File: config.mk
export PLATFORM = sky130hd
export DESIGN_NAME = pad_poller
export DESIGN_NICKNAME = d
export VERILOG_FILES = /design/src/rtl/pad_poller_pkg.sv /design/src/rtl/pp_tick_div.sv /design/src/rtl/pp_frame_timer.sv /design/src/rtl/pp_sync.sv /design/src/rtl/pp_sequencer.sv /design/src/rtl/pp_capture.sv /design/src/rtl/pad_poller.sv
export SDC_FILE = /design/constraint.sdc
export NUM_CORES = 1
export LEC_CHECK = 0
export ABC_AREA = 1
export BUFFER_PORTS_ARGS = -buffer_cell sky130_fd_sc_hd__buf_2
export CAP_MARGIN = 20
export CORE_UTILIZATION = 64
export DETAILED_ROUTE_END_ITERATION = 16
export GPL_ROUTABILITY_DRIVEN = 0
export GPL_TIMING_DRIVEN = 1
export PLACE_DENSITY_LB_ADDON = 0.15
export SYNTH_ARGS = -nofsm -noshare
export SYNTH_HDL_FRONTEND = slang
export SYNTH_SLANG_ARGS = --single-unit
File: constraint.sdc
create_clock -name clk_i -period 2.5 [get_ports clk_i]
set_input_delay 0.5 -clock clk_i [delete_from_list [all_inputs] [get_ports clk_i]]
set_output_delay 0.5 -clock clk_i [all_outputs]
set_load 0.005 [all_outputs]
File: src/rtl/pad_poller_pkg.sv
// Shared types for the serial gamepad poller.
// Assumes nothing beyond a SystemVerilog 2017 tool flow.
package pad_poller_pkg;

    // Phases of one poll, in the order the sequencer walks them.
    typedef enum logic [2:0] {
        PH_IDLE     = 3'd0,
        PH_LATCH_HI = 3'd1,
        PH_LATCH_LO = 3'd2,
        PH_CLK_LO   = 3'd3,
        PH_CLK_HI   = 3'd4
    } poll_phase_e;

endpackage

File: src/rtl/pp_tick_div.sv
// Microsecond tick divider.
// Emits a registered one-cycle pulse every CLK_PER_US system clocks.
// Assumes CLK_PER_US >= 1; with 1 the pulse is high on every cycle after reset.
module pp_tick_div #(
    parameter int CLK_PER_US = 50
) (
    input  logic clk_i,
    input  logic rst_ni,
    output logic tick_o
);

    generate
        if (CLK_PER_US == 1) begin : g_pass
            // Every cycle is a tick once reset has been released.
            always_ff @(posedge clk_i) begin
                if (!rst_ni) tick_o <= 1'b0;
                else         tick_o <= 1'b1;
            end
        end else begin : g_div
            localparam int CNT_W = $clog2(CLK_PER_US);
            localparam logic [CNT_W-1:0] CNT_LAST = CNT_W'(CLK_PER_US - 1);

            logic [CNT_W-1:0] cnt_q;

            // Wrap counter over one microsecond of system clocks.
            always_ff @(posedge clk_i) begin
                if (!rst_ni)                cnt_q <= '0;
                else if (cnt_q == CNT_LAST) cnt_q <= '0;
                else                        cnt_q <= cnt_q + 1'b1;
            end

            // Register the wrap as the tick pulse.
            always_ff @(posedge clk_i) begin
                if (!rst_ni) tick_o <= 1'b0;
                else         tick_o <= (cnt_q == CNT_LAST);
            end
        end
    endgenerate

endmodule

File: src/rtl/pp_frame_timer.sv
// Frame timer: asks for a new poll once every FRAME_US ticks.
// The counter comes out of reset on its last value, so the first tick
// after reset already requests a poll. start_o is combinational and only
// ever high together with tick_i.
module pp_frame_timer #(
    parameter int FRAME_US = 7000
) (
    input  logic clk_i,
    input  logic rst_ni,
    input  logic tick_i,
    output logic start_o
);

    localparam int FR_W = (FRAME_US > 1) ? $clog2(FRAME_US) : 1;
    localparam logic [FR_W-1:0] FR_LAST = FR_W'(FRAME_US - 1);

    logic [FR_W-1:0] fr_cnt_q;

    // Count ticks within the frame; wrap on the last one.
    always_ff @(posedge clk_i) begin
        if (!rst_ni) begin
            fr_cnt_q <= FR_LAST;
        end else if (tick_i) begin
            if (fr_cnt_q == FR_LAST) fr_cnt_q <= '0;
            else                     fr_cnt_q <= fr_cnt_q + 1'b1;
        end
    end

    // Poll request on the wrapping tick.
    assign start_o = tick_i && (fr_cnt_q == FR_LAST);

endmodule

File: src/rtl/pp_sync.sv
// Input synchronizer for the asynchronous controller data line.
// Resets to 1, the released level of the line. STAGES >= 1.
module pp_sync #(
    parameter int STAGES = 2
) (
    input  logic clk_i,
    input  logic rst_ni,
    input  logic d_i,
    output logic q_o
);

    generate
        if (STAGES == 1) begin : g_one
            // Single register stage.
            always_ff @(posedge clk_i) begin
                if (!rst_ni) q_o <= 1'b1;
                else         q_o <= d_i;
            end
        end else begin : g_chain
            logic [STAGES-1:0] chain_q;

            // Shift the line through the register chain.
            always_ff @(posedge clk_i) begin
                if (!rst_ni) chain_q <= '1;
                else         chain_q <= {chain_q[STAGES-2:0], d_i};
            end

            assign q_o = chain_q[STAGES-1];
        end
    endgenerate

endmodule

File: src/rtl/pp_sequencer.sv
// Poll sequencer: walks latch-high, latch-low and NUM_BTN clock low/high
// pairs, each phase lasting a whole number of microsecond ticks.
// Latch and clock are decoded straight from the phase register.
// sample_o marks the final cycle of each low phase, and bit_idx_o names
// the bit being taken. Assumes start_i is only high with tick_i.
module pp_sequencer
    import pad_poller_pkg::*;
#(
    parameter int NUM_BTN     = 12,
    parameter int LATCH_HI_US = 12,
    parameter int LATCH_LO_US = 6,
    parameter int CLK_LO_US   = 6,
    parameter int CLK_HI_US   = 6,
    parameter int BI_W        = 4
) (
    input  logic            clk_i,
    input  logic            rst_ni,
    input  logic            tick_i,
    input  logic            start_i,
    output logic            latch_o,
    output logic            pclk_o,
    output logic            sample_o,
    output logic            last_bit_o,
    output logic [BI_W-1:0] bit_idx_o
);

    localparam int MAX_L = (LATCH_HI_US > LATCH_LO_US) ? LATCH_HI_US : LATCH_LO_US;
    localparam int MAX_C = (CLK_LO_US > CLK_HI_US) ? CLK_LO_US : CLK_HI_US;
    localparam int MAX_D = (MAX_L > MAX_C) ? MAX_L : MAX_C;
    localparam int PH_W  = $clog2(MAX_D + 1);
    localparam logic [BI_W-1:0] LAST_BIT = BI_W'(NUM_BTN - 1);

    poll_phase_e     phase_q, phase_d;
    logic [PH_W-1:0] ph_cnt_q, ph_cnt_d, ph_end;
    logic [BI_W-1:0] bit_q, bit_d;
    logic            ph_done;

    // Last tick count of the current phase.
    always_comb begin
        case (phase_q)
            PH_LATCH_HI: ph_end = PH_W'(LATCH_HI_US - 1);
            PH_LATCH_LO: ph_end = PH_W'(LATCH_LO_US - 1);
            PH_CLK_LO:   ph_end = PH_W'(CLK_LO_US - 1);
            PH_CLK_HI:   ph_end = PH_W'(CLK_HI_US - 1);
            default:     ph_end = '0;
        endcase
    end

    assign ph_done    = tick_i && (phase_q != PH_IDLE) && (ph_cnt_q == ph_end);
    assign last_bit_o = (bit_q == LAST_BIT);

    // Next phase, phase tick counter and bit index.
    always_comb begin
        phase_d  = phase_q;
        ph_cnt_d = ph_cnt_q;
        bit_d    = bit_q;
        if (tick_i && (phase_q != PH_IDLE) && !ph_done) begin
            ph_cnt_d = ph_cnt_q + 1'b1;
        end
        case (phase_q)
            PH_IDLE: begin
                if (start_i) begin
                    phase_d  = PH_LATCH_HI;
                    ph_cnt_d = '0;
                end
            end
            PH_LATCH_HI: begin
                if (ph_done) begin
                    phase_d  = PH_LATCH_LO;
                    ph_cnt_d = '0;
                end
            end
            PH_LATCH_LO: begin
                if (ph_done) begin
                    phase_d  = PH_CLK_LO;
                    ph_cnt_d = '0;
                    bit_d    = '0;
                end
            end
            PH_CLK_LO: begin
                if (ph_done) begin
                    phase_d  = PH_CLK_HI;
                    ph_cnt_d = '0;
                end
            end
            PH_CLK_HI: begin
                if (ph_done) begin
                    ph_cnt_d = '0;
                    if (last_bit_o) begin
                        // A frame request in this very tick starts the next poll at once.
                        phase_d = start_i ? PH_LATCH_HI : PH_IDLE;
                    end else begin
                        phase_d = PH_CLK_LO;
                        bit_d   = bit_q + 1'b1;
                    end
                end
            end
            default: begin
                phase_d  = PH_IDLE;
                ph_cnt_d = '0;
            end
        endcase
    end

    // Phase, counter and bit index registers.
    always_ff @(posedge clk_i) begin
        if (!rst_ni) begin
            phase_q  <= PH_IDLE;
            ph_cnt_q <= '0;
            bit_q    <= '0;
        end else begin
            phase_q  <= phase_d;
            ph_cnt_q <= ph_cnt_d;
            bit_q    <= bit_d;
        end
    end

    assign latch_o   = (phase_q == PH_LATCH_HI);
    assign pclk_o    = (phase_q != PH_CLK_LO);
    assign sample_o  = ph_done && (phase_q == PH_CLK_LO);
    assign bit_idx_o = bit_q;

endmodule

File: src/rtl/pp_capture.sv
// Button capture: stores each inverted data bit at its arrival index in a
// shadow register. The shadow is copied to the output in one step when the
// last bit arrives, together with a one-cycle done strobe.
// Assumes bit_idx_i stays below NUM_BTN while sample_i is high.
module pp_capture #(
    parameter int NUM_BTN = 12,
    parameter int BI_W    = 4
) (
    input  logic               clk_i,
    input  logic               rst_ni,
    input  logic               sample_i,
    input  logic               last_bit_i,
    input  logic [BI_W-1:0]    bit_idx_i,
    input  logic               line_i,
    output logic [NUM_BTN-1:0] buttons_o,
    output logic               done_o
);

    logic [NUM_BTN-1:0] shadow_q, merged;

    // Shadow with the incoming bit inserted, active-low line inverted.
    always_comb begin
        merged            = shadow_q;
        merged[bit_idx_i] = ~line_i;
    end

    // Shadow register: one bit per sample.
    always_ff @(posedge clk_i) begin
        if (!rst_ni)       shadow_q <= '0;
        else if (sample_i) shadow_q <= merged;
    end

    // Publish the whole vector and strobe done on the last bit.
    always_ff @(posedge clk_i) begin
        if (!rst_ni) begin
            buttons_o <= '0;
            done_o    <= 1'b0;
        end else begin
            done_o <= sample_i && last_bit_i;
            if (sample_i && last_bit_i) buttons_o <= merged;
        end
    end

endmodule

File: src/rtl/pad_poller.sv
// Serial gamepad button poller, top level.
// Ties together the microsecond divider, the frame timer, the data
// synchronizer, the poll sequencer and the capture register.
// Assumes FRAME_US is no shorter than one poll
// (LATCH_HI_US + LATCH_LO_US + NUM_BTN*(CLK_LO_US+CLK_HI_US) ticks).
module pad_poller #(
    parameter int NUM_BTN     = 12,
    parameter int CLK_PER_US  = 50,
    parameter int FRAME_US    = 7000,
    parameter int LATCH_HI_US = 12,
    parameter int LATCH_LO_US = 6,
    parameter int CLK_LO_US   = 6,
    parameter int CLK_HI_US   = 6,
    parameter int SYNC_STAGES = 2
) (
    input  logic               clk_i,
    input  logic               rst_ni,
    input  logic               pad_data_i,
    output logic               pad_latch_o,
    output logic               pad_clk_o,
    output logic [NUM_BTN-1:0] buttons_o,
    output logic               sample_done_o
);

    localparam int BI_W = (NUM_BTN > 1) ? $clog2(NUM_BTN) : 1;

    logic            tick;
    logic            frame_start;
    logic            line_sync;
    logic            sample;
    logic            last_bit;
    logic [BI_W-1:0] bit_idx;

    pp_tick_div #(.CLK_PER_US(CLK_PER_US)) u_tick (
        .clk_i  (clk_i),
        .rst_ni (rst_ni),
        .tick_o (tick)
    );

    pp_frame_timer #(.FRAME_US(FRAME_US)) u_frame (
        .clk_i   (clk_i),
        .rst_ni  (rst_ni),
        .tick_i  (tick),
        .start_o (frame_start)
    );

    pp_sync #(.STAGES(SYNC_STAGES)) u_sync (
        .clk_i  (clk_i),
        .rst_ni (rst_ni),
        .d_i    (pad_data_i),
        .q_o    (line_sync)
    );

    pp_sequencer #(
        .NUM_BTN     (NUM_BTN),
        .LATCH_HI_US (LATCH_HI_US),
        .LATCH_LO_US (LATCH_LO_US),
        .CLK_LO_US   (CLK_LO_US),
        .CLK_HI_US   (CLK_HI_US),
        .BI_W        (BI_W)
    ) u_seq (
        .clk_i      (clk_i),
        .rst_ni     (rst_ni),
        .tick_i     (tick),
        .start_i    (frame_start),
        .latch_o    (pad_latch_o),
        .pclk_o     (pad_clk_o),
        .sample_o   (sample),
        .last_bit_o (last_bit),
        .bit_idx_o  (bit_idx)
    );

    pp_capture #(
        .NUM_BTN (NUM_BTN),
        .BI_W    (BI_W)
    ) u_cap (
        .clk_i      (clk_i),
        .rst_ni     (rst_ni),
        .sample_i   (sample),
        .last_bit_i (last_bit),
        .bit_idx_i  (bit_idx),
        .line_i     (line_sync),
        .buttons_o  (buttons_o),
        .done_o     (sample_done_o)
    );

endmodule

==> metrics.md <==
| Metric | Value |
|---|---|
| CP delay by family, top | `simple AND/OR/NAND/NOR gates` |
| Commonest cells in the synthesized netlist | `nand2_1, nor2_1, dfxtp_1, nand3_1, a21oi_1` |
| Post-DP Area | `2917 um2` |
| Crit path DAT | `2.12 ns` |
| Final Instance Count excl. Fillers | `473` |
| Initial antenna violation count | `0` |
| Via count | `2566` |
| Largest buffer count on any clock path | `2` |
| Leak Pwr | `1.365 nW` |
| Vias in the first global route | `2275` |
| Diode count | `0` |
| I/O Buffers | `17` |
| Gr ovfl total | `0` |
| Worst clock skew | `0.007276 ns` |
| Syn_nets | `417` |
| DRT Pass-1 Iters | `5` |
| Starting Density | `68.47%` |
| Worst skew pair latency | `0.33 ns` |
| Min Clock Period, post-route | `1.923 ns` |
| Clock sinks | `57` |
| DR vias/cell | `5.425` |
| Int Pwr | `0.001460 W` |
| WL per Instance | `11.79 um` |
| YS warnings | `0` |
| Top FF cell, synth | `dfxtp_1` |
| RSZ-0062 raised after global routing | `no` |
| CTS tree | `done` |
| H-tree levels | `3` |
| Layout Nets | `432` |
| Share of layout cells above drive strength 1 | `9.929%` |
| Core Area | `4115 um2` |
| Post-CTS Resized | `0` |
| Slew headroom | `58.44%` |
| Worst setup SP type | `flop` |
| Slew Limit Fails | `0` |
| Post-synth top area share | `40.50%` |
| Avg Cell Area, Syn | `6.940 um2` |
| Synth Cell Area | `2818 um2` |
| Sw power | `0.0005696 W` |
| Final ANT Viol Nets | `0` |
| Setup TNS | `0 ns` |
| Area grow syn2layout | `9.503%` |
| Drt total wl | `5.578 mm` |
| # setup viols final | `0` |
| Most frequent cell after synthesis | `nand2_1` |
| Cts bufs inserted | `9` |
| Clock root buffer master | `clkbuf_8` |
| WP data required | `2.70 ns` |
| Die Y | `68.35 um` |
| Crit path kind | `reg -> reg` |
| Final Cycle Share | `76.93%` |
| CP Buf/Inv Count | `0` |
| Register area share after synthesis | `40.50%` |
| Post-CTS setup repair buffer count | `0` |
| DRC | `0` |
| DP HPWL | `3.811 mm` |
| First-pass GRT wire length | `9.356 mm` |
| First DRT Iteration DRCs | `212` |
| Number of cells after detailed placement | `460` |
| Synth area leaders | `dfxtp_1, nand2_1, nor2_1` |
| Die width | `68.35 um` |
| Die area | `4672 um2` |
| Pwr dens | `657.9 nW/um2` |
| Hold_ws | `0.3547 ns` |
| Combinational share of power | `16.0%` |
| Slowest-stage cell, CP | `dfxtp_1` |
| Sequential share of power | `47.2%` |
| Synthesized flop and latch total | `57` |
| Maximum fanout along the worst path | `8` |
| Number of flops mapped to enable cells by yosys | `0` |
| Crit end category | `flop` |
| Worst-Margin Slew | `0.6226 ns` |
| CP Cell Sequence | `nor2_1 > nand2_2 > nand2_1 > nor2_1 > nand2_1 > nand2_1 > nand4_4 > nor2_1 > nand2_1 > o21ai_0 > nor2_1` |
| Switch share | `28.06%` |
| Io pins | `18` |
| Total GRT Usage | `27.45%` |
| Status | `complete, no violations` |
| Hold-fix buffers, CTS | `0` |
| Clock share of power | `36.8%` |
| Area leader, netlist | `dfxtp_1` |
| Final-report hold violation count | `0` |
| Largest net degree at the start of global routing | `40` |
| Synth unique cells | `28` |
| Post-Syn Instances | `406` |
| Crit-path max cell delay | `0.41 ns` |
| Worst VDD drop | `407.2 uV` |
| Fmax | `520.0 MHz` |
| Fillers | `317` |
| Row count | `23` |
| Finished Cell Area | `3085 um2` |
| Asr flop ratio synth | `0%` |
| Hold/Removal Path Class | `in -> reg` |
| Max-cap check violation count | `0` |
| Reg clk slew, reported paths | `0.06 ns` |
per-stage QoR:
stage               utilization, %  setup slack, ns  total power (W)
floorplan                        -           0.8637         0.001236
global placement             70.87           0.7080         0.001292
detailed placement           70.87           0.6366         0.001298
CTS                          74.98           0.5998         0.002038
global route                 74.98           0.3946         0.002140
finish                       74.98           0.5769         0.002030
placed cells by master, fill, tap and decap left out, types with 10 or more instances in the layout:
cell and n:
a21oi_1 34, o21ai_0 10, dfxtp_1 57, clkbuf_8 12, inv_1 33, nand2_1 96, nand3_1 42, nor2_1 64
buf_2 17
final timing paths:
kind / start / endpoint / slack, ns / cells past startpoint
hold reg to reg: u_sync.g_chain.chain_q[0]$_SDFF_PN1_ / u_sync.g_chain.chain_q[1]$_SDFF_PN1_ / 0.42 / 1
setup / recovery: u_seq.phase_q[0]$_SDFFE_PN0P_ / u_seq.bit_idx_o[1]$_SDFFE_PN0P_ / 0.58 / 11
setup reg to reg: u_seq.phase_q[0]$_SDFFE_PN0P_ / u_seq.bit_idx_o[1]$_SDFFE_PN0P_ / 0.58 / 11
hold / removal: pad_data_i / u_sync.g_chain.chain_q[0]$_SDFF_PN1_ / 0.35 / 2
power by group through the flow:
stage	Clock [W]	Combinational [W]	Sequential [W]
floorplan	0	0.000265	0.000971
global placement	0	0.000316	0.000976
detailed placement	0	0.000320	0.000977
CTS	0.000758	0.000323	0.000958
global route	0.000802	0.000377	0.000961
finish	0.000747	0.000324	0.000959
layout make-up:
class | count | area [um2] | share of cell area, %
Tap cell | 50 | 62.56 | 2.028
Inverter | 33 | 123.9 | 4.015
Clock buffer | 13 | 168.9 | 5.474
Multi-Input combinational cell | 300 | 1469 | 47.61
Sequential cell | 57 | 1141 | 36.98
Timing Repair Buffer | 20 | 120.1 | 3.893
per-layer routing:
metal  global-route usage [%]  part of all wire [%]  routed length, um
met1                    31.43                    46               2553
met2                    44.98                    48               2688
met3                    8.500                   4.9                272
met4                    15.36                   1.1                 63
met5                        0                     0                  0
registers in the layout, indices dropped and copies added (netlist names):
register and flops:
u_cap.buttons_o 12, u_tick.g_div.cnt_q 6, u_cap.shadow_q 11, u_sync.g_chain.chain_q 2, u_seq.phase_q 3, u_tick.tick_o 1, u_cap.done_o 1, u_seq.bit_idx_o 4
u_frame.fr_cnt_q 13, u_seq.ph_cnt_q 4
kinds of logic (layout without fill, tap and decap cells):
group | after synthesis | in the layout | synth area share, %
xor+xnor | 10 | 10 | 3.109
compound gates | 48 | 48 | 8.837
fa+ha+maj | 8 | 8 | 3.553
simple gates | 234 | 234 | 36.63
buf+inv | 49 | 66 | 7.371
flops | 57 | 57 | 40.50
Power figures use the tool's default switching activity.
